$ cat config.mk
export PLATFORM = sky130hd
export DESIGN_NAME = vsc_frame_ctl
export DESIGN_NICKNAME = d
export VERILOG_FILES = /design/src/rtl/vsc_pkg.sv /design/src/rtl/vsc_frame_ctl.sv
export SDC_FILE = /design/constraint.sdc
export NUM_CORES = 1
export LEC_CHECK = 0
export ABC_AREA = 1
export CAP_MARGIN = 20
export CORE_MARGIN = 5
export CORE_UTILIZATION = 57
export CTS_CLUSTER_DIAMETER = 60
export DETAILED_ROUTE_END_ITERATION = 12
export PLACE_DENSITY = 0.84
export SLEW_MARGIN = 30
export SYNTH_ARGS = -nofsm -noshare
export SYNTH_HDL_FRONTEND = slang
export SYNTH_SLANG_ARGS = --single-unit
$ cat constraint.sdc
create_clock -name clk -period 3.5 [get_ports clk]
set_input_delay 0.35 -clock clk [delete_from_list [all_inputs] [get_ports clk]]
set_output_delay 0.35 -clock clk [all_outputs]
set_load 0.01 [all_outputs]
$ cat src/rtl/vsc_pkg.sv
package vsc_pkg;

    localparam int              CRC_W    = 16;
    localparam logic [CRC_W-1:0] CRC_POLY = 16'h1021;
    localparam logic [CRC_W-1:0] CRC_SEED = 16'hFFFF;
    localparam int              NCH      = 3;

    typedef enum logic {
        ST_WAIT = 1'b0,
        ST_RUN  = 1'b1
    } vsc_state_e;

    // Per-run strobes shared by every lane
    typedef struct packed {
        logic clr;   // preset the lanes at a run start
        logic upd;   // hash the current component
        logic fin;   // run completes on this clock
    } lane_ctl_t;

endpackage

$ cat src/rtl/vsc_frame_ctl.sv
module vsc_frame_ctl
    import vsc_pkg::*;
#(
    parameter int CNT_W = 8
) (
    input  logic             clk,
    input  logic             rst,
    input  logic             run_en,
    input  logic [CNT_W-1:0] frame_cnt,
    input  logic             pix_de,
    input  logic             pix_vs,
    output lane_ctl_t        ctl_o,
    output logic             done_o
);

    localparam logic [CNT_W-1:0] ONE = CNT_W'(1);

    vsc_state_e       state_q;
    logic             vs_q;
    logic [CNT_W-1:0] target_q;
    logic [CNT_W-1:0] seen_q;
    logic             done_q;

    logic             vs_rise;
    logic             last_frame;
    logic [CNT_W-1:0] target_d;

    assign vs_rise    = pix_vs && !vs_q;
    assign last_frame = (seen_q + ONE) == target_q;
    assign target_d   = (frame_cnt == '0) ? ONE : frame_cnt;

    always_comb begin
        ctl_o.clr = run_en && (state_q == ST_WAIT) && vs_rise;
        ctl_o.upd = run_en && (state_q == ST_RUN) && pix_de;
        ctl_o.fin = run_en && (state_q == ST_RUN) && vs_rise && last_frame;
    end

    always_ff @(posedge clk) begin
        if (rst) begin
            state_q  <= ST_WAIT;
            vs_q     <= 1'b0;
            target_q <= ONE;
            seen_q   <= '0;
            done_q   <= 1'b0;
        end else begin
            vs_q <= pix_vs;
            if (!run_en) begin
                state_q <= ST_WAIT;
                seen_q  <= '0;
                done_q  <= 1'b0;
            end else begin
                unique case (state_q)
                    ST_WAIT: begin
                        if (vs_rise) begin
                            state_q  <= ST_RUN;
                            target_q <= target_d;
                            seen_q   <= '0;
                            done_q   <= 1'b0;
                        end
                    end
                    ST_RUN: begin
                        if (vs_rise) begin
                            if (last_frame) begin
                                state_q <= ST_WAIT;
                                done_q  <= 1'b1;
                            end else begin
                                seen_q <= seen_q + ONE;
                            end
                        end
                    end
                    default: state_q <= ST_WAIT;
                endcase
            end
        end
    end

    assign done_o = done_q;


    done_drop_chk: assert property (@(posedge clk) disable iff (rst)
        !run_en |=> !done_q);


    seen_bound_chk: assert property (@(posedge clk) disable iff (rst)
        (state_q == ST_RUN) |-> (seen_q < target_q));


    target_nonzero_chk: assert property (@(posedge clk) disable iff (rst)
        target_q != '0);


    rearm_chk: assert property (@(posedge clk) disable iff (rst)
        ctl_o.fin |=> (state_q == ST_WAIT) && done_q);


    done_clear_on_start_chk: assert property (@(posedge clk) disable iff (rst)
        ctl_o.clr |=> !done_q);

endmodule

==> metrics.txt <==
wire per inst 12.6 um; antenna-violating nets left 0; Tightest Pin Transition 0.450 ns; reg2reg start seen_q[0]; Startpoint Class flop; Placer Congestion 0.939; Peak VDD IR 0.246 mV; power per cell area 315 nW/um2; post-cts resize count 0; synth-to-layout area growth 17.2%; Max Cap Viol 0; register area 380 um2; Hold Path Class reg2reg; Synthesis Warnings 0; register bit total from synthesis 19; Post-Synth Adder-Cell Area 1.08%; period utilisation layout 86.2%; clk_skew 0.00603 ns; largest family of logic cells by synthesized area simple AND/OR/NAND/NOR gates; drt first pass iters 4; status complete, no violations; Post-Syn Instances 166; hold_buf cts 0; compound-cell area share of the yosys netlist 14.4%; Layout fillers 184; Post-CTS Repair Setup Buffers 0; Post-route DRC 0; cell family with most CP delay simple AND/OR/NAND/NOR gates; leakage 0.000536 uW; Hold WS 0.464 ns; hold_sp done_o; RSZ-0062 raised after global routing false; Final Hold Vio Count 0; Worst-Skew Late Latency 0.30 ns; Setup TNS Final 0 ns; proportion of synthesized area in mux cells 0%; Slew Limit Fails 0; die footprint 3040 um2; PortBufs 16; global-route wire length before repair 4950 um; xor/xnor share of the synthesized area 1.51%; Yosys cell types 29; H-tree levels 1; detailed-route via count 1,118; CTS Root Cell clkbuf_4; syn avg cell area 7.01 um2; area occupied by multi-input gates 681 um2; worst path bufs/invs 1; Worst Path Max Fanout 9; critical path class reg2out; Tmin final 3.02 ns; sequential area share after synthesis 32.7%; layout cell share with drive strength beyond 1 13.7%; Simple-Gate Fraction of Synth Area 41.5%; Die Span X 55.2 um; core region area 1960 um2; Overall Power 430 uW; height of the die 55.2 um; All-Layer GR Usage 22.2%; Crit-path slowest cell clkdlybuf4s50_1; worst path cell trace ha_1, nand3_2, o21bai_2, nand2_1, nand2_1, nand4_1, nor2_1, nand3_1, nor3_1, clkdlybuf4s50_1; TritonCTS clock tree built; worst path arrival time 2.67 ns; CP dominant cell by count nand2_1; largest net degree at the start of global routing 15; Syn Nets 180; initial antenna violation count 0; Required @ worst endpoint 3.15 ns; wirelength, routed 2650 um; Placed Cells 206; Max Buffers Root-to-Sink 2; number of global-route vias before repair 1,192; CP max stage delay 0.57 ns; clk sinks 19; final setup violating endpoints 0; Clock Pin Slew Worst Setup and Hold Paths 0.11 ns; Final HPWL DP 2130 um; Synth Cell Area 1160 um2; # diodes 0; CP startpoint seen_q[0]; Congestion Overflow GR 0; Ports 17; Slew HR 70.0%; Layout Cells excl Fill 210; DR iter-0 viols 53; nets 198; achievable frequency 331 MHz; vias per cell 5.32; Rows 16; CP Capture Type primary output; effective utilization at floorplan 59.3%; total CTS buffers 3
## sequential cells by signal, indices dropped and copies added, names as in the netlist
signal and count:
done_o 1, seen_q 8, vs_q 1, target_q 8, state_q 1
## cells in the final DEF (no fill, tap or decap), drive strengths merged
cell and count:
nand2 41, and3 1, o21bai 2, o211ai 1
a21oi 17, or2 2, nand3b 2, clkbuf 4
nand4 11, clkdlybuf4s50 16, xor2 1, xnor2 1
ha 1, nand3 11, o21ai 9, inv 22
nor3 2, dfxtp 19, nor2 19, nor4 1
## cells by family after synthesis
family | count (synthesis)
XOR/XNOR | 2
flip-flops | 19
AND/OR/NAND/NOR | 90
adder cells (fa/ha/maj) | 1
buffers and inverters | 25
AO/OA/AOI/OAI | 29
## metal layers
layer	routed length [um]	part of all wire, %	track usage [%]	vias to the layer above
met2	1270	48	39.2	27
met4	59	2.2	10.1	0
met3	115	4.3	2.95	7
met1	1200	45	26.5	499
li1	-	-	-	585
met5	0	0	0	-
## synth_stat cells (all sizes together)
cell,instances,area share [%]
nand2,41,15
inv,22,7.1
dfxtp,19,33
nor2,19,9.4
a21oi,17,7.3
nand3,11,6.7
nand4,11,5.9
o21ai,9,3.9
buf,3,1.7
nand3b,2,1.6
nor3,2,0.86
o21bai,2,2.6
or2,2,1.1
and3,1,0.54
ha,1,1.1
nor4,1,0.54
o211ai,1,0.65
xnor2,1,0.75
xor2,1,0.75
## power by group
group	total, uW	switching [uW]	internal, uW
Clock	115	70.1	44.5
Combinational	86.0	48.9	37.1
Sequential	230	5.76	224
## path summary, 6_finish.rpt
path / to / slack [ns] / cells after the start
max: ctl_o[0] / 0.48 / 10
max reg2reg: seen_q[2] / 1.35 / 11
min reg2reg: done_o / 0.46 / 2
min: done_o / 0.46 / 2
## cell type report
type                            count  share of cell area, %
Clock buffer                        4                   1.93
Inverter                           22                   6.06
Multi-Input combinational cell    122                   49.9
Sequential cell                    19                   27.9
Tap cell                           27                   2.48
Timing Repair Buffer               16                   11.7
## worst register-to-register path, cell delays in order (launching register included)
cell and delay, ns:
dfxtp_1 0.51, ha_1 0.27, nand3_2 0.14, o21bai_2 0.15
nand2_1 0.08, nand2_1 0.13, nand2_4 0.06, nor2_4 0.12
nand3_4 0.15, o21bai_4 0.26, nand2_1 0.08, a21oi_1 0.13
## through the flow
step	utilization [%]	instance area, um2	worst slack [ns]
6_report	69.5	1360	0.481
2_1_floorplan	-	1160	1.63
5_1_grt	69.5	1360	0.205
3_3_place_gp	68.2	1340	0.868
3_5_place_dp	68.2	1340	0.842
4_1_cts	69.5	1360	0.480
Power figures use the tool's default switching activity.
